## src/rtl/fa_pkg.sv

```systemverilog
package fa_pkg;
  localparam int unsigned FA_DEF_FLAGS = 4;
  localparam logic FLAG_CLEAR = 1'b1;
  localparam logic FLAG_FAULT = 1'b0;
endpackage

```

## src/rtl/fa_flag_cell.sv

```systemverilog
module fa_flag_cell
  import fa_pkg::*;
(
  input  logic clk,
  input  logic rst,
  input  logic evt,
  input  logic clr_req,
  output logic flag_n
);
  always_ff @(posedge clk) begin
    if (rst)          flag_n <= FLAG_CLEAR;
    else if (evt)     flag_n <= FLAG_FAULT;
    else if (clr_req) flag_n <= FLAG_CLEAR;
  end

  p_evt_latches_r2: assert property (@(posedge clk) disable iff (rst)
    evt |=> (flag_n == FLAG_FAULT));
  p_sticky_r3: assert property (@(posedge clk) disable iff (rst)
    (flag_n == FLAG_FAULT && !clr_req) |=> (flag_n == FLAG_FAULT));
  p_clear_r4: assert property (@(posedge clk) disable iff (rst)
    (clr_req && !evt) |=> (flag_n == FLAG_CLEAR));
endmodule

```

## src/rtl/fa_mask_reg.sv

```systemverilog
module fa_mask_reg #(
  parameter int unsigned WIDTH = 4
) (
  input  logic             clk,
  input  logic             rst,
  input  logic             wr_en,
  input  logic [WIDTH-1:0] wr_data,
  output logic [WIDTH-1:0] mask_q
);
  always_ff @(posedge clk) begin
    if (rst)        mask_q <= '0;
    else if (wr_en) mask_q <= wr_data;
  end

  p_mask_load_r6: assert property (@(posedge clk) disable iff (rst)
    wr_en |=> (mask_q == $past(wr_data)));
  p_mask_hold_r6: assert property (@(posedge clk) disable iff (rst)
    !wr_en |=> $stable(mask_q));
endmodule

```

## src/rtl/fa_summary_flag.sv

```systemverilog
module fa_summary_flag
  import fa_pkg::*;
#(
  parameter int unsigned WIDTH = 4
) (
  input  logic             clk,
  input  logic             rst,
  input  logic [WIDTH-1:0] stat_n,
  input  logic [WIDTH-1:0] mask,
  input  logic             clr_req,
  output logic             sum_n
);
  localparam logic [WIDTH-1:0] ALL_CLEAR = '1;

  logic raise;
  logic clr_ok;

  assign raise  = |(~stat_n & ~mask);
  assign clr_ok = clr_req && (stat_n == ALL_CLEAR);

  always_ff @(posedge clk) begin
    if (rst)         sum_n <= FLAG_CLEAR;
    else if (raise)  sum_n <= FLAG_FAULT;
    else if (clr_ok) sum_n <= FLAG_CLEAR;
  end

  p_raise_r8: assert property (@(posedge clk) disable iff (rst)
    (|(~stat_n & ~mask)) |=> (sum_n == FLAG_FAULT));
  p_clear_gate_r9: assert property (@(posedge clk) disable iff (rst)
    (sum_n == FLAG_FAULT && stat_n != ALL_CLEAR) |=> (sum_n == FLAG_FAULT));
  p_latched_r10: assert property (@(posedge clk) disable iff (rst)
    (sum_n == FLAG_FAULT && !clr_req) |=> (sum_n == FLAG_FAULT));
  p_masked_quiet_r11: assert property (@(posedge clk) disable iff (rst)
    (sum_n == FLAG_CLEAR && ((stat_n | mask) == ALL_CLEAR)) |=> (sum_n == FLAG_CLEAR));
endmodule

```

## src/rtl/fault_flag_agg.sv

```systemverilog
module fault_flag_agg
  import fa_pkg::*;
#(
  parameter int unsigned NUM_FLAGS = FA_DEF_FLAGS
) (
  input  logic                 clk,
  input  logic                 rst,
  input  logic [NUM_FLAGS-1:0] fault_evt,
  input  logic                 stat_wr_en,
  input  logic [NUM_FLAGS-1:0] stat_wr_data,
  input  logic                 mask_wr_en,
  input  logic [NUM_FLAGS-1:0] mask_wr_data,
  input  logic                 sum_wr_en,
  input  logic                 sum_wr_data,
  output logic [NUM_FLAGS-1:0] stat_rd,
  output logic [NUM_FLAGS-1:0] mask_rd,
  output logic                 sum_rd
);
  logic [NUM_FLAGS-1:0] stat_q;
  logic [NUM_FLAGS-1:0] mask_q;
  logic                 sum_q;

  for (genvar g = 0; g < NUM_FLAGS; g++) begin : g_flag
    fa_flag_cell u_cell (
      .clk     (clk),
      .rst     (rst),
      .evt     (fault_evt[g]),
      .clr_req (stat_wr_en & stat_wr_data[g]),
      .flag_n  (stat_q[g])
    );
  end

  fa_mask_reg #(.WIDTH(NUM_FLAGS)) u_mask (
    .clk     (clk),
    .rst     (rst),
    .wr_en   (mask_wr_en),
    .wr_data (mask_wr_data),
    .mask_q  (mask_q)
  );

  fa_summary_flag #(.WIDTH(NUM_FLAGS)) u_sum (
    .clk     (clk),
    .rst     (rst),
    .stat_n  (stat_q),
    .mask    (mask_q),
    .clr_req (sum_wr_en & sum_wr_data),
    .sum_n   (sum_q)
  );

  assign stat_rd = stat_q;
  assign mask_rd = mask_q;
  assign sum_rd  = sum_q;

  p_reset_r1: assert property (@(posedge clk)
    rst |=> (stat_rd == '1 && mask_rd == '0 && sum_rd == FLAG_CLEAR));
  p_zero_write_r5: assert property (@(posedge clk) disable iff (rst)
    (sum_wr_en && !sum_wr_data && sum_rd == FLAG_FAULT) |=> (sum_rd == FLAG_FAULT));
  p_masked_latch_r7: assert property (@(posedge clk) disable iff (rst)
    (|(fault_evt & mask_rd)) |=> (stat_rd != '1));
endmodule

```

## config.mk

```make
export PLATFORM = sky130hd
export DESIGN_NAME = fault_flag_agg
export DESIGN_NICKNAME = d
export VERILOG_FILES = /design/src/rtl/fa_pkg.sv /design/src/rtl/fa_flag_cell.sv /design/src/rtl/fa_mask_reg.sv /design/src/rtl/fa_summary_flag.sv /design/src/rtl/fault_flag_agg.sv
export SDC_FILE = /design/constraint.sdc
export NUM_CORES = 1
export LEC_CHECK = 0
export ABC_AREA = 1
export BUFFER_PORTS_ARGS = -buffer_cell sky130_fd_sc_hd__buf_2
export CAP_MARGIN = 20
export CELL_PAD_IN_SITES_DETAIL_PLACEMENT = 1
export CELL_PAD_IN_SITES_GLOBAL_PLACEMENT = 1
export CORE_MARGIN = 2
export CORE_UTILIZATION = 21
export DETAILED_ROUTE_END_ITERATION = 12
export PLACE_DENSITY = 0.71
export SETUP_SLACK_MARGIN = 0.3
export SYNTH_ARGS = -nofsm -noshare
export SYNTH_HDL_FRONTEND = slang
export SYNTH_SLANG_ARGS = --single-unit
export TNS_END_PERCENT = 100
```

## constraint.sdc

```tcl
create_clock -name clk -period 0.8 [get_ports clk]
set_input_delay 0.16 -clock clk [delete_from_list [all_inputs] [get_ports clk]]
set_output_delay 0.16 -clock clk [all_outputs]
set_load 0.01 [all_outputs]
```

# Word level (Yosys, flattened, before mapping)
# Index checks and enable logic that the tools add are counted.
# totals
reg_bits	9
# classes
eq_ne	1
n_bitwise	8
reduce_logical	7
n_mux	10
# ops
operator	count
2-to-1 mux 1 bit	10
nonzero test 2 bit	5
NOT 4 bit	2
AND 1 bit	5
AND 4 bit	1
== test 4 bit (second input constant)	1
OR reduction 4 bit	1
logical AND 1 bit	1

# Depth between registers and ports, before layout
# Gate-level depths: netlist (run 1).
# depth
depth_word	4
mapped_depth	4
mapped_depth_nobuf	4

# Modules after synthesis
# Synthesis (run 1) repeated with hierarchy kept, for this count alone.
# unflattened
cells_unflattened	70
area_unflattened_um2	429.2
# modules_own_cells
module	cells_each	instances	seq_area_each_um2	area_each_um2
fa_mask_reg	26	1	80.1	172.7
fa_flag_cell	5	4	20.0	36.3
fa_summary_flag	14	1	20.0	73.8
fault_flag_agg	10	1	0.0	37.5

# Worst setup path after synthesis (run 1)
# No wires, ideal clock.
# synth_path
kind	flip-flop to flip-flop
from	reg u_mask.mask_q[0]
to	reg u_sum.sum_n
path_buffers	0
required_ns	0.683
setup_ns	0.117
stages_incl_launch_ff	4
setup_slack_ns	0.031
arrival_time_ns	0.652
period_less_slack_ns	0.769
cell_sequence	dfxtp_1 or2_0 nand3_1 nand2_1
# synth_via
elab_chain_len	4
elab_cells_between_ends	5
classes_between	1 x mux; 2 x bitwise; 2 x reduce/logical
# synth_rtl
item	line_no	source
start: declaration	fa_mask_reg.sv:8	output logic [WIDTH-1:0] mask_q
start signal: assignment	fa_mask_reg.sv:12	else if (wr_en) mask_q <= wr_data;
NOT 4 bit (*)	fa_summary_flag.sv:18	assign raise = |(~stat_n & ~mask);
AND 4 bit (*)	fa_summary_flag.sv:18	
OR reduction 4 bit (*)	fa_summary_flag.sv:18	
2-to-1 mux 1 bit / nonzero test 2 bit (equally long branches)	n/a	
end signal: assignment	fa_summary_flag.sv:22	if (rst) sum_n <= FLAG_CLEAR;
end signal: assignment	fa_summary_flag.sv:23	else if (raise) sum_n <= FLAG_FAULT;
end signal: assignment	fa_summary_flag.sv:24	else if (clr_ok) sum_n <= FLAG_CLEAR;
end: declaration	fa_summary_flag.sv:11	output logic sum_n
# Mark *: on every way between the ends. The rest lies on a longest branch, timed or not.
# A chain may end at the register's enable or synchronous reset.

# Worst setup path after layout (run 1)
# layout_path
from	reg u_mask.mask_q[1]
to	out mask_rd[1]
# layout_lines
item	line_no	source
end: declaration	fault_flag_agg.sv:16	output logic [NUM_FLAGS-1:0] mask_rd,
# No word-level cell between the ends.

==> results_dict.tcl, run 1 <==
set metrics [dict create \
    start_util 0.2185 \
    antenna_cells 0 \
    die_area_um2 2109 \
    vias 442 \
    instances_no_fill 101 \
    r2r_start "u_mask.mask_q[0]" \
    grt_pass1_wl_um 1987 \
    synth-simple-area-share 0.2136 \
    critPathKind "flip-flop to primary output" \
    ys_seq_area_frac 0.4881 \
    syn_nets 68 \
    slowest_delay_ps 360 \
    cp_max_fo 3 \
    insertion_delay_ps 270 \
    worst_slack_ps -95.25 \
    preCtsSetupSlack_ps 44.05 \
    cp_data_required_time_ps 640 \
    cts.path.max_buffers 2 \
    cp-start-kind "flip-flop" \
    critPathCaptureType "primary output" \
    synth_fa_ha_area_frac 0 \
    crit_slowest_cell "dfxtp_2" \
    fmax_mhz 1117 \
    drt-total-wl_um 1221 \
    root_buffer "clkbuf_4" \
    syn_area_um2 369.1 \
    cp-endpoint "mask_rd[1]" \
    avgSynthCellArea_um2 7.382 \
    die_w_um 45.93 \
    clock_skew_ps 4.485 \
    dp_cells 89 \
    synth_cell_type_count 9 \
    tightest_slew_ps 288.8 \
    setup_tns_ps -767.7 \
    tritoncts "yes" \
    nets 103 \
    drtIter0Drc 1 \
    antenna_found_initial 0 \
    core_area_um2 1689 \
    synth-xor-area-share 0 \
    place_area_um2 510.5 \
    post-route-util 0.4119 \
    synth_seq_cells 9 \
    num_io_pins 27 \
    drtAntennaViolNets 0 \
    holdWs_ps 56.97 \
    fin_crit_sh 1.119 \
    finalMaxSlewViolations 0 \
    postSynthCellCount 50 \
    final_cell_mix "buf_2 (17), buf_6 (13), nor2_1 (12)" \
    startpoint "u_mask.mask_q[1]" \
    grt_overflow 0 \
    avgRoutedWirePerCell_um 12.09 \
    critical_path_arrival_ps 740 \
    cts_buffers 3 \
    setup_violations 10 \
    vias_per_cell 4.376 \
    rr_worst_depth 4 \
    finalPower_mw 1.178 \
    finalHoldViolCount 0 \
    ys.warnings.count 0 \
    r2r_end "u_sum.sum_n" \
    status "finished with violations" \
    crit_family "flip-flops" \
    relSlewSlack 0.8072 \
    grt_usage 0.1414 \
    final_layout_size_suffix_gt1_frac 0.6786 \
    drc 0 \
    numPortBuffers 26 \
    path_cells "buf_6" \
    fin_crit_ps 895.3 \
    p_per_area_nw_per_um2 1694 \
    fin_area_um2 695.7 \
    synth_mux_area_frac 0 \
    synth_compound_gate_area_share 0.1763 \
    n_fill_cell 217 \
    ff2ff_setup_slack_ps -70 \
    rsz0062_at_grt "yes" \
    die_h_um 45.93 \
    irDropWorstVdd_mv 0.6887 \
    multiInputGateArea_um2 178.9 \
    clk_pin_slew_ps 70 \
    violations "setup timing" \
    worst-path-buf-inv 1 \
    layout_commonest_cell "buf_2" \
    hpwl_um 836.9 \
    gp_congestion 0.7154 \
    hold_path.class "input pin to flip-flop" \
    seq_area_um2 191.4 \
    synth_top_family_by_area "simple AND/OR/NAND/NOR gates" \
    clock_sinks 9 \
    maxCapViolations 0 \
    grt_pass1_vias 493 \
    ctsHtreeMaxLevel 1 \
    p_leak_nw 0.3515 \
    num_rows 15 \
    dr.pass1.iters 2 \
    path_depth 1 \
    syn2layout_area_growth_pct 88.47 \
    grt_max_degree 9 \
]
cell families after synthesis:
kind of cell,Yosys count
simple gates,20
compound gates,13
flops,9
buf+inv,8
synth_stat cells:
| library cell | count | area, µm² |
|---|---|---|
| nor2_1 | 14 | 52.55 |
| dfxtp_1 | 9 | 180.2 |
| o21ai_0 | 8 | 40.04 |
| a21oi_1 | 5 | 25.02 |
| buf_4 | 4 | 30.03 |
| inv_1 | 4 | 15.01 |
| nand2_1 | 4 | 15.01 |
| nand3_1 | 1 | 5.000 |
| or2_0 | 1 | 6.260 |
area by class of cell:
cell class	instances	share of cell area
timing repair buffer	34	0.3759
sequential	9	0.2752
multi-input combinational	33	0.2572
clock buffer	3	0.03237
tap	17	0.03058
inverter	4	0.02158
clock inverter	1	0.007194
timing repair:
action,4_1_cts,5_1_grt
setup buffers,8,0
endpoints found under the hold margin,0,0
setup endpoints to repair,18,18
gates cloned,0,0
hold buffers,0,0
resized for setup,20,2
registers in the layout, indices dropped and copies added (netlist names):
| signal | count |
|---|---|
| g_flag.u_cell.flag_n | 4 |
| u_mask.mask_q | 4 |
| u_sum.sum_n | 1 |
power by group:
group / switching (mW) / internal [mW] / total [mW] / leakage [nW]
Clock: 0.187 / 0.185 / 0.372 / 0.0177
Combinational: 0.120 / 0.167 / 0.288 / 0.258
Sequential: 0.0288 / 0.490 / 0.518 / 0.0755
how the worst min path moves through the flow:
stage | cells after the start | to | from | slack [ps]
2_1_floorplan | 1 | g_flag[1].u_cell.flag_n | fault_evt[1] | 250
3_3_place_gp | 2 | g_flag[2].u_cell.flag_n | fault_evt[2] | 330
3_5_place_dp | 2 | g_flag[3].u_cell.flag_n | fault_evt[3] | 340
4_1_cts | 2 | g_flag[1].u_cell.flag_n | fault_evt[1] | 50
5_1_grt | 2 | g_flag[3].u_cell.flag_n | fault_evt[3] | 50
6_report | 2 | g_flag[3].u_cell.flag_n | fault_evt[3] | 60
metal layers:
metal	up-vias	GRT usage	wire [µm]	share of wire
met5	-	0	0	0
met4	0	0.09714	40	0.033
met3	7	0.05556	95	0.078
met2	19	0.2722	703	0.58
met1	193	0.1111	382	0.31
li1	223	-	-	-
Note: power is estimated with default switching activity, not from simulation.
==> run 2, diff against run 1 <==
CORE_UTILIZATION = 24   (was 21)
PLACE_DENSITY = 0.76   (was 0.71)
clock period = 0.85 ns   (was 0.8 ns; I/O delays follow)
==> results_dict.tcl, run 2 (synthesis results as in run 1) <==
set metrics [dict create \
    status "finished with violations" \
    violations "setup timing" \
    instances_no_fill 100 \
    numPortBuffers 26 \
    vias_per_cell 4.530 \
    grt_pass1_vias 471 \
    finalPower_mw 1.099 \
    avgRoutedWirePerCell_um 11.58 \
    p_leak_nw 0.3499 \
    irDropWorstVdd_mv 0.5936 \
    relSlewSlack 0.7826 \
    final_cell_mix "buf_2 (17), nor2_1 (14), buf_6 (14)" \
    grt_max_degree 9 \
    dp_cells 88 \
    critPathKind "flip-flop to flip-flop" \
    dr.pass1.iters 2 \
    r2r_start "g_flag[0].u_cell.flag_n" \
    drtIter0Drc 1 \
    clock_skew_ps 1.455 \
    final_layout_size_suffix_gt1_frac 0.6429 \
    n_fill_cell 185 \
    reg_top3 "g_flag.u_cell.flag_n: 4 flops, u_mask.mask_q: 4 flops, u_sum.sum_n: 1 flops" \
    vias 453 \
    holdWs_ps 68.20 \
    fin_crit_ps 901.3 \
    clock_sinks 9 \
    min_to "g_flag[2].u_cell.flag_n" \
    ctsHtreeMaxLevel 1 \
    grt_overflow 0 \
    start_util 0.2509 \
    ff2ff_setup_slack_ps -50 \
    die_h_um 43.22 \
    tritoncts "yes" \
    critical_path_arrival_ps 1060 \
    insertion_delay_ps 260 \
    core_area_um2 1471 \
    nets 103 \
    gp_congestion 0.7003 \
    p_per_area_nw_per_um2 1588 \
    cp_max_fo 3 \
    setup_violations 10 \
    r2r_end "u_sum.sum_n" \
    cp-start-kind "flip-flop" \
    clk_pin_slew_ps 70 \
    hold_path.class "input pin to flip-flop" \
    hpwl_um 797.4 \
    num_rows 14 \
    hp-start "fault_evt[2]" \
    drc 0 \
    fin_crit_sh 1.060 \
    cp_data_required_time_ps 1010 \
    die_w_um 43.22 \
    layout_commonest_cell "buf_2" \
    die_area_um2 1868 \
    finalMaxSlewViolations 0 \
    cts.path.max_buffers 2 \
    preCtsSetupSlack_ps 96.02 \
    cts_buffers 3 \
    antenna_found_initial 0 \
    tightest_slew_ps 325.7 \
    fmax_mhz 1110 \
    critPathCaptureType "flip-flop" \
    maxCapViolations 0 \
    rsz0062_at_grt "yes" \
    grt_usage 0.1457 \
    num_io_pins 27 \
    finalHoldViolCount 0 \
    rr_worst_depth 4 \
    worst_slack_ps -51.26 \
    syn2layout_area_growth_pct 87.46 \
    whs_path_depth 2 \
    drtAntennaViolNets 0 \
    drt-total-wl_um 1158 \
    root_buffer "clkbuf_4" \
    hold_buffers 0 \
    grt_pass1_wl_um 1911 \
    antenna_cells 0 \
]
## run 2: cell type report
cell class	count	area, µm²	share of cell area
flip-flops and latches	9	191.4	0.2767
clock buffers	4	26.28	0.03797
multi-input cells	33	173.9	0.2514
inverters	4	15.01	0.02170
repair buffers	34	265.3	0.3834
well taps	16	20.02	0.02893
## run 2: per-stage QoR
step | setup TNS [ps] | util | instance area [µm²]
CTS | -253.3 | 0.4626 | 680.7
global route | -566.0 | 0.4702 | 691.9
detailed placement | 0 | 0.3469 | 510.5
floorplan | 0 | - | 401.6
finish | -242.6 | 0.4702 | 691.9
global placement | 0 | 0.3469 | 510.5
## run 2: report_power, final
group	internal [mW]	switching, mW
Clock	0.181	0.159
Sequential	0.461	0.0250
Combinational	0.158	0.114
Total	0.800	0.298
## run 2: how the worst max path moves through the flow
stage                            startpoint           to  slack [ps]  cells after the start
floorplan           g_flag[0].u_cell.flag_n  u_sum.sum_n         130                      3
detailed placement  g_flag[0].u_cell.flag_n  u_sum.sum_n         100                      3
CTS                 g_flag[0].u_cell.flag_n   stat_rd[0]         -30                      1
global route        g_flag[1].u_cell.flag_n  u_sum.sum_n        -130                      5
finish              g_flag[0].u_cell.flag_n  u_sum.sum_n         -50                      4
global placement    g_flag[0].u_cell.flag_n  u_sum.sum_n         110                      3
## run 2: what timing repair did
item                       in CTS  in global routing
buffers inserted                8                  0
gates resized for setup        17                  3
setup endpoints to repair      18                 18
pin swaps                       1                  3
gates cloned                    0                  0
## run 2: layer usage
metal | share of wire | vias up | global-route usage
met3 | 0.047 | 2 | 0.03830
met5 | 0 | - | 0
li1 | - | 226 | -
met1 | 0.41 | 211 | 0.1469
met2 | 0.52 | 14 | 0.2418
met4 | 0.023 | 0 | 0.1273
## run 2: worst max-delay path, stage by stage (launching register included)
cell and delay [ps]:
dfxtp_2 340, buf_6 110, or2_0 220, nand3_1 80, nand2_1 50
